$ cat config.mk
export PLATFORM = sky130hd
export DESIGN_NAME = seq_udiv
export DESIGN_NICKNAME = d
export VERILOG_FILES = /design/src/rtl/udiv_pkg.sv /design/src/rtl/udiv_range_chk.sv /design/src/rtl/udiv_ctrl.sv /design/src/rtl/udiv_path.sv /design/src/rtl/seq_udiv.sv
export SDC_FILE = /design/constraint.sdc
export NUM_CORES = 1
export LEC_CHECK = 0
export ABC_AREA = 1
export BUFFER_PORTS_ARGS = -buffer_cell sky130_fd_sc_hd__buf_2
export CAP_MARGIN = 40
export CELL_PAD_IN_SITES_DETAIL_PLACEMENT = 1
export CELL_PAD_IN_SITES_GLOBAL_PLACEMENT = 1
export CORE_ASPECT_RATIO = 1.75
export CORE_MARGIN = 5
export CORE_UTILIZATION = 42
export DETAILED_ROUTE_END_ITERATION = 8
export PLACE_DENSITY = 0.95
export SETUP_SLACK_MARGIN = 0.4
export SLEW_MARGIN = 40
export SYNTH_ARGS = -nofsm -noshare
export SYNTH_HDL_FRONTEND = slang
export SYNTH_SLANG_ARGS = --single-unit
$ cat constraint.sdc
create_clock -name clk -period 4.7 [get_ports clk]
set_input_delay 1.175 -clock clk [delete_from_list [all_inputs] [get_ports clk]]
set_output_delay 1.175 -clock clk [all_outputs]
set_load 0.03 [all_outputs]
$ cat src/rtl/udiv_pkg.sv
package udiv_pkg;

    typedef enum logic {
        UD_IDLE = 1'b0,
        UD_RUN  = 1'b1
    } udiv_state_e;

    // Per-cycle commands from the controller to the datapath
    typedef struct packed {
        logic load;   // capture operands and apply the pre-shift
        logic step;   // one trial-subtract and shift
    } udiv_cmd_t;

endpackage

$ cat src/rtl/udiv_range_chk.sv
module udiv_range_chk #(
    parameter int N = 32
) (
    input  logic [N-1:0] dividend_hi,
    input  logic [N-1:0] divisor,
    output logic         fits
);
    // Quotient fits in N bits only when the upper half is below the divisor.
    // A zero divisor can never satisfy this.
    always_comb begin
        fits = (divisor != '0) && (dividend_hi < divisor);
    end
endmodule

$ cat src/rtl/udiv_ctrl.sv
module udiv_ctrl
    import udiv_pkg::*;
#(
    parameter int N = 32
) (
    input  logic      clk,
    input  logic      rst,
    input  logic      start,
    input  logic      fits,
    output udiv_cmd_t cmd,
    output logic      busy,
    output logic      done,
    output logic      ovf
);
    localparam int CW = (N > 1) ? $clog2(N) : 1;
    localparam logic [CW-1:0] LAST = CW'(N - 1);

    udiv_state_e   state;
    logic [CW-1:0] cnt;

    always_ff @(posedge clk) begin
        if (rst) begin
            state <= UD_IDLE;
            cnt   <= '0;
            done  <= 1'b0;
            ovf   <= 1'b0;
        end else begin
            done <= 1'b0;
            case (state)
                UD_IDLE: begin
                    if (start) begin
                        ovf <= ~fits;
                        if (fits) begin
                            state <= UD_RUN;
                            cnt   <= '0;
                        end else begin
                            done <= 1'b1;
                        end
                    end
                end
                UD_RUN: begin
                    if (cnt == LAST) begin
                        state <= UD_IDLE;
                        done  <= 1'b1;
                    end else begin
                        cnt <= cnt + 1'b1;
                    end
                end
                default: state <= UD_IDLE;
            endcase
        end
    end

    always_comb begin
        busy     = (state == UD_RUN);
        cmd.load = (state == UD_IDLE) && start && fits;
        cmd.step = (state == UD_RUN);
    end
endmodule

$ cat src/rtl/udiv_path.sv
module udiv_path
    import udiv_pkg::*;
#(
    parameter int N = 32
) (
    input  logic          clk,
    input  logic          rst,
    input  udiv_cmd_t     cmd,
    input  logic [2*N-1:0] dividend,
    input  logic [N-1:0]  divisor,
    output logic [N-1:0]  quotient,
    output logic [N-1:0]  remainder
);
    localparam int AW = 2 * N + 1;

    logic [AW-1:0] acc;      // extra top bit, remainder half, quotient half
    logic [N-1:0]  dvs_q;    // divisor captured at acceptance
    logic [N:0]    upper;
    logic [N+1:0]  diff;
    logic          short;    // trial subtraction went negative

    always_comb begin
        upper = acc[AW-1:N];
        diff  = {1'b0, upper} - {2'b00, dvs_q};
        short = diff[N+1];
    end

    always_ff @(posedge clk) begin
        if (rst) begin
            acc   <= '0;
            dvs_q <= '0;
        end else if (cmd.load) begin
            acc   <= {dividend, 1'b0};
            dvs_q <= divisor;
        end else if (cmd.step) begin
            if (short) begin
                // restore: keep the old upper half, insert quotient bit 0
                acc <= {acc[AW-2:0], 1'b0};
            end else begin
                acc <= {diff[N-1:0], acc[N-1:0], 1'b1};
            end
        end
    end

    // Upper half carries one shift too many: read it one bit higher
    always_comb begin
        quotient  = acc[N-1:0];
        remainder = acc[AW-1:N+1];
    end
endmodule

$ cat src/rtl/seq_udiv.sv
module seq_udiv
    import udiv_pkg::*;
#(
    parameter int N = 32
) (
    input  logic           clk,
    input  logic           rst,
    input  logic           start,
    input  logic [2*N-1:0] dividend,
    input  logic [N-1:0]   divisor,
    output logic           busy,
    output logic           done,
    output logic           ovf,
    output logic [N-1:0]   quotient,
    output logic [N-1:0]   remainder
);
    udiv_cmd_t cmd;
    logic      fits;

    udiv_range_chk #(.N(N)) u_range (
        .dividend_hi (dividend[2*N-1:N]),
        .divisor     (divisor),
        .fits        (fits)
    );

    udiv_ctrl #(.N(N)) u_ctrl (
        .clk   (clk),
        .rst   (rst),
        .start (start),
        .fits  (fits),
        .cmd   (cmd),
        .busy  (busy),
        .done  (done),
        .ovf   (ovf)
    );

    udiv_path #(.N(N)) u_path (
        .clk       (clk),
        .rst       (rst),
        .cmd       (cmd),
        .dividend  (dividend),
        .divisor   (divisor),
        .quotient  (quotient),
        .remainder (remainder)
    );
endmodule

# ---- Yosys cells after proc, flatten, opt, wreduce, memory -nomap -nowiden
# Index checks and enable logic that the tools add are counted.
dict set report word_totals {
  regBits 105
  inputBits 99
  output_inout_bits 67
  wordCells 39
}
dict set report classes {
  addsub 2
  magnitude_cmp 1
  n_eq_ne 4
  mux 15
  bitwise_logic 2
  n_reduce_logical 8
}
# cell n
set op_table {}
lappend op_table {{65-bit 2-to-1 mux} 3}
lappend op_table {{33-bit by 32-bit subtractor with 34-bit output} 1}
lappend op_table {{32-bit less-than comparator} 1}
lappend op_table {{32-bit nonzero test} 1}
lappend op_table {{5-bit 2-to-1 mux} 3}
lappend op_table {{5-bit one-hot mux with 2 select lines} 1}
lappend op_table {{1-bit 2-to-1 mux} 6}
lappend op_table {{5-bit by 1-bit adder with 5-bit output (second input constant)} 1}
lappend op_table {{5-bit == test (second input constant)} 1}
lappend op_table {{2-bit != test (second input constant)} 2}
lappend op_table {{1-bit one-hot mux with 2 select lines} 2}
lappend op_table {{1-bit logical AND} 3}
lappend op_table {{3-bit AND reduction} 1}
lappend op_table {{2-bit by 1-bit != test with 1-bit output (second input constant)} 1}
lappend op_table {{1-bit inverter} 2}
lappend op_table {{2-bit AND reduction} 1}
lappend op_table {{2-bit nonzero test} 1}
lappend op_table {{2-bit OR reduction} 1}

# ---- Depth between registers and ports, before layout
dict set report logic_depth {
  ltp_word 5
  mapped_depth 19
  mapped_depth_nobuf 18
}

# ---- Cells and area by module
# Synthesis repeated with hierarchy kept, for this count alone.
dict set report unflattened {
  cells_unflattened 1420
  area_unflattened_um2 8723.4
}
# module instances cells_each area_each_um2 seq_area_each_um2
set by_module_without_submodules {}
lappend by_module_without_submodules {udiv_path 1 1207 7394.6 1941.9}
lappend by_module_without_submodules {udiv_range_chk 1 163 932.1 0.0}
lappend by_module_without_submodules {udiv_ctrl 1 50 396.6 160.2}

# ---- Worst setup path before layout
# No wires, ideal clock.
dict set report synth_path {
  kind {in2reg}
  startpoint {in divisor[5]}
  endpoint {reg u_path.acc[40]}
  arrival_ns 2.628
  required_time_ns 4.583
  setup_slack_ns 1.954
  stages 15
  path_cell_list {inv_1 ha_1 a21oi_1 nor2_1 nor3_1 nand2_1 nand2_1 nand2_1 nand2_1 nand3_2 nand2_2 buf_2 nor2_1 nor2_1 nor2_1}
}
dict set report synth_via {
  elab_chain_cells 4
  elab_cells_between_ends 6
  cone_classes {1 x order compare; 1 x mux; 4 x reduce/logical}
}
# element line_no
set synth_lines {}
lappend synth_lines {{start, declared} seq_udiv.sv:10} ;# input logic [N-1:0] divisor,
lappend synth_lines {{32-bit less-than comparator / 32-bit nonzero test (equally long branches)} udiv_range_chk.sv:11} ;# fits = (divisor != '0) && (dividend_hi < divisor);
lappend synth_lines {{1-bit logical AND (*)} udiv_range_chk.sv:11}
lappend synth_lines {{1-bit logical AND (*)} udiv_ctrl.sv:56} ;# cmd.load = (state == UD_IDLE) && start && fits;
lappend synth_lines {{65-bit 2-to-1 mux / 2-bit nonzero test (equally long branches)} --}
lappend synth_lines {{end signal, assigned} udiv_path.sv:33} ;# acc <= {dividend, 1'b0};
lappend synth_lines {{end signal, assigned} udiv_path.sv:38} ;# acc <= {acc[AW-2:0], 1'b0};
lappend synth_lines {{end signal, assigned} udiv_path.sv:40} ;# acc <= {diff[N-1:0], acc[N-1:0], 1'b1};
lappend synth_lines {{end, declared} udiv_path.sv:16} ;# logic [AW-1:0] acc;
# Every way passes the cells marked *; elsewhere a longest branch is shown, timed or not.
# A chain may end at the register's enable or synchronous reset.

# ---- Worst setup path after layout
dict set report layout_path {
  startpoint {in divisor[5]}
  endpoint {reg u_path.acc[38]}
}
# The elaborated chain is that of the path after synthesis.

==> results.toml <==
[run_status]
outcome = "complete, no violations"

[clock_network]
post-cts-setup-buffer-count = 0
cts_tree = "yes"
clk_pin_slew_worst_paths_ns = 0.07
cts_inserted_buffers = 9
cts_repair_resize_count = 0
insertion_delay_ns = 0.36
htree_num_levels = 3
clockBufferDepth = 2
clock-root-buffer = "sky130_fd_sc_hd__clkbuf_16"
clkSinkCount = 105
cts_hold_buf = 0

[die]
rows = 71
floorplan.die_area_um2 = 25100
dieHeight_um = 206
num_io_pins = 166
core_um2 = 21600
die_width_um = 122
effective_utilization_at_floorplan_pct = 42.6

[timing]
finalMaxSlewViolations = 0
finClkSkew_ns = 0.00935
tns_ns = 0
period_minus_slack_ns = 3.43
worst_slew_slack_as_a_fraction_of_its_limit_pct = 49.1
worstMarginPinSlew_ns = 0.763
final.period_utilization_pct = 72.9
setup-violations-final = 0
fmax_ghz = 0.292
hold_violations = 0
grt_setup_unrepaired = "no"
hold_slack_ns = 0.479

[route]
dr_total_vias = 10100
via_per_inst = 5.38
post-route-drc-count = 0
initialDrtViolationCount = 372
final_antenna_net_count = 0
route.detailed.wl_per_inst_um = 17.7
drt-pass1-iter-count = 5
postRouteWirelength_um = 33400

[yosys]
yosys_register_bits = 105
synth-warning-count = 0
number_of_enable_type_register_cells_in_the_synthesized_netlist = 0
synth_nets = 1695
synthDistinctLibCells = 35
postSynthAreaPerCell_um2 = 6.01
async_reset_ff_share_pct = 0
synthFlopType = "sky130_fd_sc_hd__dfxtp_1"
netlist_area_um2 = 9200
ys_seq_area_share_pct = 22.9
postSynthCellCount = 1530

[global_routing]
grt_pass1_vias = 10800
wire_length_of_the_first_global_routing_pass_um = 53400
global_route.overflow_total = 0
grt_util_all_layers_pct = 26.7
grt_max_degree = 69
grt_antenna_before_repair = 0

[flow_run]
maxCapViolCount = 0

[cells_and_area]
final_layout_net_count = 1753
fillCellCount = 3056
final_area_um2 = 9980
diodes = 0
most_common_cell_after_layout_fill_and_taps_aside = "sky130_fd_sc_hd__nand2_1"
areaGrowthSynthToFinish_pct = 8.53
drive_above_1_share_pct = 14.2
most-common-layout-cells = "sky130_fd_sc_hd__nand2_1, sky130_fd_sc_hd__inv_1, sky130_fd_sc_hd__buf_2"

[setup_path]
crit_top_cell = "sky130_fd_sc_hd__nor2_1"
setup.worst_path.start_class = "input pin"
worst_ep_arrival_time_ns = 3.65
cp.required_ns = 4.92
crit_buf_inv = 2
timing.critical_path.slowest_cell_delay_ns = 0.51
top_family_by_delay_on_critical_path = "simple AND/OR/NAND/NOR gates"
critical_path.cell_chain = "buf_2 > inv_1 > ha_1 > a21oi_1 > nor2_1 > nor3_1 > nand2_1 > nand2_1 > nand2_1 > nand2_2 > nand3_4 > nand2_2 > nor2_1 > nor2_1 > nor2_1"
worstSetupPathType = "input pin to register"
worstSetupEndpointType = "register"
path_max_fanout = 44
cp_slowest_cell = "sky130_fd_sc_hd__nand2_2"

[power]
irDropWorstVdd_uv = 216
power_density_nw_per_um2 = 482
leak_pwr_nw = 5.63

[place]
place_congestion = 0.924
detailed_placer_s_ending_hpwl_um = 26300
dpl_cell_area_um2 = 9670
buffer_ports.inserted = 165

[worst_hold_path]
worst_hold_path_class = "register to register"
-- state kept, by name, summed over array words and instances (netlist names) --
| name | cells |
|---|---|
| u_ctrl.ovf | 1 |
| u_ctrl.cnt | 5 |
| u_path.acc | 65 |
| u_path.dvs_q | 32 |
| u_ctrl.busy | 1 |
| u_ctrl.done | 1 |
-- report_power, final --
| group | internal, mW | total [mW] | switching [mW] |
|---|---|---|---|
| logic | 0.908 | 2.90 | 2.00 |
| clock network | 0.443 | 0.792 | 0.349 |
| registers | 1.00 | 1.12 | 0.112 |
| total | 2.36 | 4.81 | 2.46 |
-- final timing paths --
path	slack [ns]	from	to	cells past startpoint
worst max-delay path	1.27	divisor[5]	u_path.acc[38]	15
worst min-delay path	0.48	u_path.dvs_q[0]	u_path.dvs_q[0]	2
worst max register to register	1.63	u_path.acc[52]	u_path.acc[57]	16
worst min register to register	0.48	u_path.dvs_q[0]	u_path.dvs_q[0]	2
-- worst register-to-register path: cells and delay by family (launching register included) --
| family | cells | cell delay [ns] |
|---|---|---|
| simple gates | 11 | 1.52 |
| flops | 1 | 0.48 |
| fa+ha+maj | 1 | 0.36 |
| buf+inv | 3 | 0.40 |
| compound gates | 1 | 0.19 |
-- routing by layer --
metal | vias to the layer above | GRT usage (%) | share of wire (%)
li1 | 4864 | - | -
met3 | 103 | 4.40 | 5.3
met1 | 4843 | 28.0 | 37
met5 | - | 0 | 0
met4 | 0 | 15.9 | 6.1
met2 | 324 | 49.1 | 51
-- cells by family (layout without fill, tap and decap cells) --
kind of cell	count (synthesis)	count (layout)	synth area share (%)
buf+inv	396	459	19.9
simple gates	803	803	38.7
xor+xnor	16	16	1.52
flops	105	105	22.9
compound gates	144	144	7.96
fa+ha+maj	66	66	9.06
-- synth_stat cells (6+ instances only) --
library cell,n,area (µm²)
sky130_fd_sc_hd__a21oi_1,101,505
sky130_fd_sc_hd__o21ai_0,37,185
sky130_fd_sc_hd__nand2_2,6,37.5
sky130_fd_sc_hd__buf_4,71,533
sky130_fd_sc_hd__nand4_1,79,494
sky130_fd_sc_hd__nand3_1,140,701
sky130_fd_sc_hd__nor2_2,6,37.5
sky130_fd_sc_hd__nand2_1,422,1580
sky130_fd_sc_hd__buf_2,22,110
sky130_fd_sc_hd__nand3_2,11,110
sky130_fd_sc_hd__dfxtp_1,105,2100
sky130_fd_sc_hd__clkbuf_1,27,101
sky130_fd_sc_hd__inv_1,266,998
sky130_fd_sc_hd__ha_1,65,813
sky130_fd_sc_hd__nor2_1,122,458
sky130_fd_sc_hd__xnor2_1,13,114
-- final cells by class --
class | instances | area [µm²] | area share (%)
flip-flops and latches | 105 | 2100 | 21.1
multi-input cells | 1029 | 5280 | 52.9
repair buffers | 176 | 921 | 9.23
clock inverters | 4 | 51.3 | 0.514
inverters | 267 | 1000 | 10.0
clock buffers | 12 | 256 | 2.57
well taps | 292 | 365 | 3.66
-- per-stage QoR --
step,setup slack [ns],utilization (%),total power [mW],cells
6_report,1.27,46.2,4.81,1885
5_1_grt,1.04,46.2,5.18,1885
4_1_cts,1.31,46.2,4.81,1885
3_5_place_dp,0.920,44.8,4.00,1869
3_3_place_gp,1.10,44.8,3.88,1869
2_1_floorplan,1.95,-,3.33,1530
Power figures use the tool's default switching activity.
